**src/rtl/msplit_pkg.sv**
```systemverilog
package msplit_pkg;

    typedef enum logic [2:0] {
        ACC_NORMAL  = 3'd0,
        ACC_ATOMIC  = 3'd1,
        ACC_ORDERED = 3'd2,
        ACC_VEC     = 3'd3,
        ACC_VECSTRM = 3'd4
    } acc_kind_e;

    typedef enum logic [1:0] {
        ST_IDLE,
        ST_WHOLE,
        ST_BYTES,
        ST_RESP
    } split_state_e;

endpackage

```
**src/rtl/msplit_classify.sv**
```systemverilog
module msplit_classify
    import msplit_pkg::*;
#(
    parameter int LOGN = 4
) (
    input  logic [LOGN-1:0] addr_lo,
    input  logic [2:0]      size_log2,
    input  logic [2:0]      kind,
    input  logic            chk_en,
    input  logic            excl,
    output logic            fault,
    output logic            atomic,
    output logic            illegal
);

    logic [LOGN:0] span;
    logic [LOGN:0] span_m1;
    logic          aligned;
    logic          is_vec;
    logic          is_ord;

    always_comb begin
        span    = (LOGN+1)'(1) << size_log2;
        span_m1 = span - 1'b1;
        aligned = (addr_lo & span_m1[LOGN-1:0]) == '0;
        is_vec  = (kind == ACC_VEC) || (kind == ACC_VECSTRM);
        is_ord  = (kind == ACC_ATOMIC) || (kind == ACC_ORDERED);
        fault   = !aligned && (is_ord || chk_en);
        atomic  = (aligned && !is_vec) || (size_log2 == 3'd0);
        illegal = !fault && !atomic && excl;
    end

endmodule

```
**src/rtl/msplit_lanes.sv**
```systemverilog
module msplit_lanes #(
    parameter int NBYTES = 16
) (
    input  logic [2:0]          size_log2,
    output logic [8*NBYTES-1:0] bit_mask
);

    for (genvar j = 0; j < NBYTES; j++) begin : g_lane
        assign bit_mask[8*j +: 8] = (32'(j) < (32'd1 << size_log2)) ? 8'hFF : 8'h00;
    end

endmodule

```
**src/rtl/msplit_byterev.sv**
```systemverilog
module msplit_byterev #(
    parameter int NBYTES = 16,
    parameter int LOGN   = 4
) (
    input  logic [8*NBYTES-1:0] din,
    input  logic [2:0]          size_log2,
    output logic [8*NBYTES-1:0] dout
);

    always_comb begin
        dout = '0;
        for (int j = 0; j < NBYTES; j++) begin
            for (int s = 0; s <= LOGN; s++) begin
                if ((int'(size_log2) == s) && (j < (1 << s))) begin
                    dout[8*j +: 8] = din[8*((1 << s) - 1 - j) +: 8];
                end
            end
        end
    end

endmodule

```
**src/rtl/mem_align_split.sv**
```systemverilog
module mem_align_split
    import msplit_pkg::*;
#(
    parameter int ADDR_W    = 64,
    parameter int MAX_BYTES = 16
) (
    input  logic                   clk,
    input  logic                   rst_n,
    input  logic                   req_valid,
    output logic                   req_ready,
    input  logic [ADDR_W-1:0]      req_addr,
    input  logic [2:0]             req_size,
    input  logic [2:0]             req_kind,
    input  logic                   req_write,
    input  logic                   req_excl,
    input  logic [8*MAX_BYTES-1:0] req_wdata,
    input  logic                   big_endian,
    input  logic                   align_chk_en,
    input  logic                   shareable,
    output logic                   rsp_done,
    output logic                   rsp_fault,
    output logic                   rsp_err,
    output logic [8*MAX_BYTES-1:0] rsp_rdata,
    output logic                   mem_valid,
    input  logic                   mem_ready,
    output logic [ADDR_W-1:0]      mem_addr,
    output logic [2:0]             mem_size,
    output logic                   mem_write,
    output logic [8*MAX_BYTES-1:0] mem_wdata,
    input  logic [8*MAX_BYTES-1:0] mem_rdata,
    output logic                   excl_clr,
    output logic [ADDR_W-1:0]      excl_clr_addr
);

    localparam int LOGN   = $clog2(MAX_BYTES);
    localparam int IDX_W  = (LOGN > 0) ? LOGN : 1;
    localparam int DATA_W = 8 * MAX_BYTES;

    split_state_e        state_q, state_d;
    logic [ADDR_W-1:0]   addr_q;
    logic [2:0]          size_q;
    logic [DATA_W-1:0]   wdata_q;
    logic [DATA_W-1:0]   rdata_q;
    logic                write_q, shr_q, fault_q, err_q;
    logic [IDX_W-1:0]    idx_q;
    logic [IDX_W-1:0]    last_idx;

    logic                c_fault, c_atomic, c_illegal;
    logic [DATA_W-1:0]   rev_data, req_mask, cur_mask, ordered_wdata, beat_mask;
    logic                accept, beat_done;

    // request classification
    msplit_classify #(.LOGN(LOGN)) u_class (
        .addr_lo   (req_addr[LOGN-1:0]),
        .size_log2 (req_size),
        .kind      (req_kind),
        .chk_en    (align_chk_en),
        .excl      (req_excl),
        .fault     (c_fault),
        .atomic    (c_atomic),
        .illegal   (c_illegal)
    );

    msplit_byterev #(.NBYTES(MAX_BYTES), .LOGN(LOGN)) u_rev (
        .din       (req_wdata),
        .size_log2 (req_size),
        .dout      (rev_data)
    );

    msplit_lanes #(.NBYTES(MAX_BYTES)) u_req_lanes (
        .size_log2 (req_size),
        .bit_mask  (req_mask)
    );

    msplit_lanes #(.NBYTES(MAX_BYTES)) u_cur_lanes (
        .size_log2 (size_q),
        .bit_mask  (cur_mask)
    );

    assign ordered_wdata = (big_endian ? rev_data : req_wdata) & req_mask;
    assign last_idx      = IDX_W'(((LOGN+1)'(1) << size_q) - 1'b1);
    assign beat_mask     = DATA_W'(8'hFF) << {idx_q, 3'b000};
    assign accept        = (state_q == ST_IDLE) && req_valid;
    assign beat_done     = mem_valid && mem_ready;

    // next state
    always_comb begin
        state_d = state_q;
        unique case (state_q)
            ST_IDLE: begin
                if (req_valid) begin
                    if (c_fault || c_illegal) state_d = ST_RESP;
                    else if (c_atomic)        state_d = ST_WHOLE;
                    else                      state_d = ST_BYTES;
                end
            end
            ST_WHOLE: if (mem_ready) state_d = ST_RESP;
            ST_BYTES: if (mem_ready && (idx_q == last_idx)) state_d = ST_RESP;
            ST_RESP:  state_d = ST_IDLE;
            default:  state_d = ST_IDLE;
        endcase
    end

    // state register
    always_ff @(posedge clk or negedge rst_n) begin
        if (!rst_n) state_q <= ST_IDLE;
        else        state_q <= state_d;
    end

    // datapath registers
    always_ff @(posedge clk or negedge rst_n) begin
        if (!rst_n) begin
            addr_q        <= '0;
            size_q        <= '0;
            wdata_q       <= '0;
            rdata_q       <= '0;
            write_q       <= 1'b0;
            shr_q         <= 1'b0;
            fault_q       <= 1'b0;
            err_q         <= 1'b0;
            idx_q         <= '0;
            excl_clr      <= 1'b0;
            excl_clr_addr <= '0;
        end else begin
            excl_clr      <= beat_done && write_q && shr_q;
            excl_clr_addr <= mem_addr;
            if (accept) begin
                addr_q  <= req_addr;
                size_q  <= req_size;
                wdata_q <= ordered_wdata;
                rdata_q <= '0;
                write_q <= req_write;
                shr_q   <= shareable;
                fault_q <= c_fault;
                err_q   <= c_illegal;
                idx_q   <= '0;
            end
            if (state_q == ST_WHOLE && mem_ready && !write_q) begin
                rdata_q <= mem_rdata & cur_mask;
            end
            if (state_q == ST_BYTES && mem_ready) begin
                if (!write_q) rdata_q[{idx_q, 3'b000} +: 8] <= mem_rdata[{idx_q, 3'b000} +: 8];
                idx_q <= idx_q + 1'b1;
            end
        end
    end

    // outputs
    always_comb begin
        req_ready = (state_q == ST_IDLE);
        rsp_done  = (state_q == ST_RESP);
        rsp_fault = rsp_done && fault_q;
        rsp_err   = rsp_done && err_q;
        rsp_rdata = rdata_q;
        mem_valid = 1'b0;
        mem_addr  = addr_q;
        mem_size  = size_q;
        mem_write = 1'b0;
        mem_wdata = wdata_q;
        unique case (state_q)
            ST_WHOLE: begin
                mem_valid = 1'b1;
                mem_write = write_q;
            end
            ST_BYTES: begin
                mem_valid = 1'b1;
                mem_write = write_q;
                mem_addr  = addr_q + ADDR_W'(idx_q);
                mem_size  = 3'd0;
                mem_wdata = wdata_q & beat_mask;
            end
            default: ;
        endcase
    end

endmodule

```
**config.mk**
```make
export PLATFORM = sky130hd
export DESIGN_NAME = mem_align_split
export DESIGN_NICKNAME = d
export VERILOG_FILES = /design/src/rtl/msplit_pkg.sv /design/src/rtl/msplit_classify.sv /design/src/rtl/msplit_lanes.sv /design/src/rtl/msplit_byterev.sv /design/src/rtl/mem_align_split.sv
export SDC_FILE = /design/constraint.sdc
export NUM_CORES = 1
export LEC_CHECK = 0
export ABC_AREA = 1
export BUFFER_PORTS_ARGS = -buffer_cell sky130_fd_sc_hd__buf_2
export CAP_MARGIN = 20
export CORE_MARGIN = 4
export CORE_UTILIZATION = 30
export DETAILED_ROUTE_END_ITERATION = 8
export GPL_ROUTABILITY_DRIVEN = 0
export REMOVE_ABC_BUFFERS = 1
export SETUP_SLACK_MARGIN = 0.5
export SYNTH_ARGS = -nofsm -noshare
export SYNTH_HDL_FRONTEND = slang
export SYNTH_SLANG_ARGS = --single-unit
```
**constraint.sdc**
```tcl
create_clock -name clk -period 3.9 [get_ports clk]
set_input_delay 0.78 -clock clk [delete_from_list [all_inputs] [get_ports clk]]
set_output_delay 0.78 -clock clk [all_outputs]
set_load 0.05 [all_outputs]
```
==> results.py, run 1 <==
metrics = {
    "synthesis": {
        "synthArstFlopShare_pct": 100,
        "synth_ff_type": "dfrtp_1",
        "synth.most_common_cell": "nand2_1",
        "synth_top_cell_by_area": "dfrtp_1",
        "synth-warning-count": 0,
        "ys_seq_area_share_pct": 42.2,
        "syn_area_um2": 23600,
        "syn_area_per_cell_um2": 7.22,
        "synth_cells": 3269,
        "synth_area_leaders": "dfrtp_1, nand2_1, o21ai_0",
        "synth_edf_count": 0,
        "yosysUniqueCellTypes": 55,
        "yosysTopAreaCellShare_pct": 42.2,
        "ys_ff_latch": 398,
        "synthTopCellsByCount": "nand2_1, inv_1, dfrtp_1",
    },
    "global_routing": {
        "grt_pass1_wl_um": 169000,
        "grt_pass1_vias": 25523,
        "antenna_found_initial": 22,
        "track_usage_pct": 26.9,
        "grt_max_degree": 136,
        "grt.overflow.total": 0,
    },
    "floorplan": {
        "start_util_pct": 30.4,
        "io_pins": 729,
        "die_width_um": 288,
        "die_area_um2": 83200,
        "core_area_um2": 77700,
        "row_count": 102,
        "die_y_um": 288,
    },
    "timing": {
        "finalSetupViolCount": 0,
        "min_period_ps": 3710,
        "fmax_mhz": 269,
        "finalCritPeriodShare_pct": 95.2,
        "rsz0062_at_grt": "yes",
        "hold_ws_ps": 208,
        "tns_ps": 0,
        "drv_slew": 0,
        "worst_pin_slew_ps": 1000,
        "hold_viol_final": 0,
        "clock_skew_ps": 25.3,
        "slew_headroom_pct": 32.9,
    },
    "routing": {
        "detail_route.iter0.violations": 2686,
        "wl_per_cell_um": 23.4,
        "drcViolationCount": 0,
        "ant_nets": 0,
        "wl_um": 119000,
        "routed-via-count": 27054,
        "drtPass1Iterations": 8,
        "vias_per_cell": 5.32,
    },
    "setup_path": {
        "critPathCaptureType": "primary output",
        "worstPathRequired_ps": 3120,
        "arrival_ps": 2930,
        "cp_max_fo": 4,
        "reg2reg_slack_ps": 980,
        "critical_path_class": "reg -> out",
        "cp-start-kind": "register",
        "startpoint": "addr_q[0]",
        "r2r_start": "idx_q[0]",
    },
    "final_layout": {
        "filler_cell_count": 7974,
        "synthToLayoutAreaGrowth_pct": 37.8,
        "stdcell_count": 5083,
        "drive_above_1_share_pct": 30.4,
        "nets": 4343,
        "final_area_um2": 32500,
        "utilization_pct": 41.8,
    },
    "placed_design": {
        "port_buffers": 728,
        "dpl_cell_area_um2": 28400,
        "dp.cells": 4911,
        "post-dp-hpwl_um": 86600,
    },
    "run": {
        "max_cap_viol_count": 0,
    },
    "cts": {
        "hold_buffers": 0,
        "clk_path_buf_depth": 3,
        "numCtsBuffers": 50,
        "worstSkewPairLatency_ps": 590,
        "h-tree-depth": 2,
        "cts_sinks": 398,
        "root_buffer": "clkbuf_16",
        "clk_pin_slew_ps": 60,
        "cts_tree": "built",
    },
    "power": {
        "leakagePower_uw": 0.0166,
        "max-vdd-ir-drop_uv": 546,
        "p_per_area_nw_per_um2": 950,
    },
    "worst_hold_path": {
        "hold_class": "in -> async",
    },
    "status": {
        "outcome": "completed",
    },
}
[through the flow]
step / worst slack, ps / total power [uW]
after floorplan: -5970 / 18600
after global placement: 377 / 24300
after detailed placement: 310 / 24400
after CTS: 103 / 30200
after global routing: 54.8 / 32300
final: 185 / 30900
[final cells by class]
class	count	area, um^2	area share (%)
Timing Repair Buffer	859	5650	17.4
Sequential cell	398	9980	30.7
Clock buffer	73	1450	4.46
Inverter	424	1630	5.03
Antenna cell	22	55.1	0.169
Clock inverter	12	150	0.462
Multi-Input combinational cell	2255	12300	37.8
Tap cell	1040	1300	4.00
[power by group]
part	internal, uW	switching, uW
Combinational	4870	14200
Clock	2750	1930
Sequential	5970	1180
Total	13600	17300
[worst max-delay path: stages, from the launching register on]
cell and delay, ps:
dfrtp_1 390, ha_4 160, inv_2 40, fa_2 360, inv_2 90, nand2_4 60, o21ai_4 220, inv_4 100
nor3_4 240, nand2_2 140, nor2_2 120, xor2_1 200, buf_4 230
[registers in the layout (all words and copies together) (netlist names)]
signal,cells
err_q,1
fault_q,1
excl_clr_addr,64
addr_q,64
shr_q,1
write_q,1
rsp_rdata,128
excl_clr,1
state_q,2
idx_q,4
wdata_q,128
size_q,3
[routing by layer]
metal / up-vias / track usage (%) / routed length [um]
li1: 12240 / - / -
met1: 12954 / 34.4 / 46300
met2: 1544 / 43.6 / 55400
met3: 316 / 5.88 / 11200
met4: 0 / 12.2 / 6050
met5: - / 0 / 0
[kinds of logic after synthesis]
| kind of cell | share of synthesized area (%) |
|---|---|
| and+or+nand+nor | 25.9 |
| DFF | 42.2 |
| xor gates and xnor gates | 1.30 |
| buffers and inverters | 10.7 |
| adders and majority gates | 1.09 |
| AOI/OAI and AO/OA | 18.8 |
[path summary, 6_finish.rpt]
| path | end | cells past startpoint |
|---|---|---|
| setup reg to reg | rsp_rdata[111] | 11 |
| max in group asynchronous | rsp_rdata[11] | 2 |
| setup / recovery | mem_addr[36] | 12 |
| hold / removal | wdata_q[80] | 1 |
| hold reg to reg | shr_q | 2 |
| min in group clk | addr_q[53] | 3 |
[cells in the final DEF (no fill, tap or decap), types with 13 or more instances in the layout]
master and count:
nand2_1 699, buf_2 610, dfrtp_1 382, inv_1 380
nor2_1 318, o21ai_0 297, nand3_1 220, buf_4 121
o22ai_1 91, o21ai_1 83, a21oi_1 82, a32oi_1 64
buf_6 63, clkbuf_16 52, o211ai_1 49, nand2_2 44
nor2_2 38, inv_2 31, nand4_1 29, nor2_4 27
clkbuf_4 23, diode_2 22, buf_12 21, o2111ai_1 19
nand2_4 17, dfrtp_2 16, buf_8 16, nor3_1 13
clkbuf_1 13
[what timing repair did]
item / in CTS / in global routing
endpoints found under the hold margin: 0 / 0
cloned: 3 / 1
pin swaps: 35 / 74
setup endpoints to repair: 181 / 144
gates resized for setup: 296 / 215
setup buffers: 33 / 28
(Power assumes the default switching activity.)
==> run 2: changes to the inputs <==
--- a/config.mk
+++ b/config.mk
@@ -12,6 +12,7 @@
 export CORE_UTILIZATION = 30
 export DETAILED_ROUTE_END_ITERATION = 8
 export GPL_ROUTABILITY_DRIVEN = 0
+export RECOVER_POWER = 50
 export REMOVE_ABC_BUFFERS = 1
 export SETUP_SLACK_MARGIN = 0.5
 export SYNTH_ARGS = -nofsm -noshare
==> results.py, run 2 (synthesis results as in run 1) <==
metrics = {
    "status": {
        "outcome": "finished, violations left",
        "failed_checks": "capacitance limit, slew limit",
    },
    "timing": {
        "tns_ps": 0,
        "min_period_ps": 3770,
        "finalCritPeriodShare_pct": 96.6,
        "rsz0062_at_grt": "yes",
        "layout_setup_ws_ps": 134,
        "slew_headroom_pct": -69.7,
        "hold_ws_ps": 385,
        "finalSetupViolCount": 0,
        "hold_viol_final": 0,
        "drv_slew": 79,
        "clock_skew_ps": 25.9,
        "fmax_mhz": 266,
        "worst_pin_slew_ps": 2550,
    },
    "worst_hold_path": {
        "hp-start": "req_addr[53]",
        "min_to": "addr_q[53]",
        "hold_path_depth": 3,
        "hold_class": "in -> reg",
    },
    "cts": {
        "numCtsBuffers": 50,
        "cts_sinks": 398,
        "root_buffer": "clkbuf_16",
        "clk_path_buf_depth": 3,
        "cts_tree": "built",
        "worstSkewPairLatency_ps": 590,
        "clk_pin_slew_ps": 60,
        "h-tree-depth": 2,
    },
    "setup_path": {
        "critical_path_class": "reg -> out",
        "r2r_cells": 7,
        "cp_max_fo": 4,
        "r2r_start": "state_q[1]",
        "worstPathRequired_ps": 3120,
        "cp-start-kind": "register",
        "reg2reg_slack_ps": 360,
        "arrival_ps": 2990,
        "critPathCaptureType": "primary output",
        "reg2reg_to": "addr_q[22]",
    },
    "routing": {
        "routed-via-count": 26968,
        "drcViolationCount": 0,
        "vias_per_cell": 5.30,
        "wl_met3_um": 11500,
        "detail_route.iter0.violations": 2458,
        "wl_met2_um": 55300,
        "drtPass1Iterations": 8,
        "wl_per_cell_um": 23.4,
        "topRoutingLayerUsed": "met4",
        "ant_nets": 0,
        "wl_um": 119000,
        "wl_met1_um": 46000,
    },
    "final_layout": {
        "drive_above_1_share_pct": 25.8,
        "final_common_cell": "nand2_1",
        "synthToLayoutAreaGrowth_pct": 36.1,
        "layout_common_cells": "nand2_1, buf_2, dfrtp_1, inv_1, nor2_1",
        "stdcell_count": 5087,
        "nets": 4343,
    },
    "placed_design": {
        "dp.cells": 4911,
        "post-dp-hpwl_um": 86600,
        "port_buffers": 728,
        "post-place-ws_ps": 310,
    },
    "global_routing": {
        "track_usage_pct": 26.9,
        "grt.overflow.total": 0,
        "antenna_found_initial": 22,
        "grt_pass1_vias": 25523,
        "grt_pass1_wl_um": 169000,
        "grt_max_degree": 136,
    },
    "floorplan": {
        "start_util_pct": 30.4,
        "die_width_um": 288,
        "row_count": 102,
        "core_area_um2": 77700,
        "io_pins": 729,
        "die_area_um2": 83200,
        "die_y_um": 288,
    },
    "power": {
        "leakagePower_uw": 0.0159,
        "p_per_area_nw_per_um2": 955,
        "max-vdd-ir-drop_uv": 546,
    },
    "run": {
        "max_cap_viol_count": 1,
    },
}
-- run 2: cell count changes in the layout (fill, tap and decap cells not counted), moves of 3 or more --
cell,delta
xnor2_1,+5
o21ai_0,+3
xnor2_2,-5
diode_2,+4
buf_4,-7
clkbuf_1,+164
buf_12,-3
nor2_4,-6
nor2_1,+6
buf_2,-158
clkbuf_2,+4
-- run 2: worst max-delay path, stage by stage, from the launching register on --
cell     delay [ps]
dfrtp_2         360
ha_1            200
inv_2            50
fa_2            370
inv_2            90
nand2_4          60
o21ai_4         230
inv_4           100
nor3_4          250
nand2_2         140
nor2_2          120
xor2_1          200
buf_4           230
-- run 2: how the worst max path moves through the flow --
stage	from	depth (start not counted)	to	slack [ps]
6_report	idx_q[0]	12	mem_addr[36]	130
3_5_place_dp	addr_q[0]	12	mem_addr[36]	310
4_1_cts	idx_q[0]	11	mem_addr[40]	100
2_1_floorplan	state_q[0]	8	wdata_q[15]	-5970
3_3_place_gp	addr_q[0]	12	mem_addr[36]	380
5_1_grt	idx_q[0]	12	mem_addr[36]	30
-- run 2: power by group --
part	internal, uW	switching (uW)	total [uW]	leakage (uW)
logic	4630	14200	18800	0.00995
clock network	2750	1920	4670	0.000776
registers	5970	1180	7150	0.00517
total	13400	17300	30700	0.0159
-- run 2: cell type report --
class | count | area [um^2]
Tap cell | 1040 | 1300
Antenna cell | 26 | 65.1
Multi-Input combinational cell | 2255 | 12200
Fill cell | 8101 | 45600
Sequential cell | 398 | 9980
Clock buffer | 73 | 1450
Clock inverter | 12 | 150
Timing Repair Buffer | 859 | 5380
Inverter | 424 | 1630
-- run 2: timing repair --
item | CTS | global route
pin swaps | 35 | 74
setup buffers | 33 | 28
hold buffers | 0 | 0
endpoints found under the setup margin | 181 | 144
gates cloned | 3 | 1
gates resized for setup | 296 | 215
-- run 2: layer usage --
layer | vias up | track usage [%]
met4 | 0 | 12.2
met3 | 319 | 5.88
li1 | 12236 | -
met5 | - | 0
met1 | 12840 | 34.4
met2 | 1573 | 43.6
-- run 2: stage by stage --
step	power (uW)	area [um^2]	utilization, %
floorplan	18600	22700	-
global placement	24300	28400	36.5
detailed placement	24400	28400	36.5
CTS	30200	31500	40.5
global route	32100	32100	41.3
finish	30700	32100	41.3
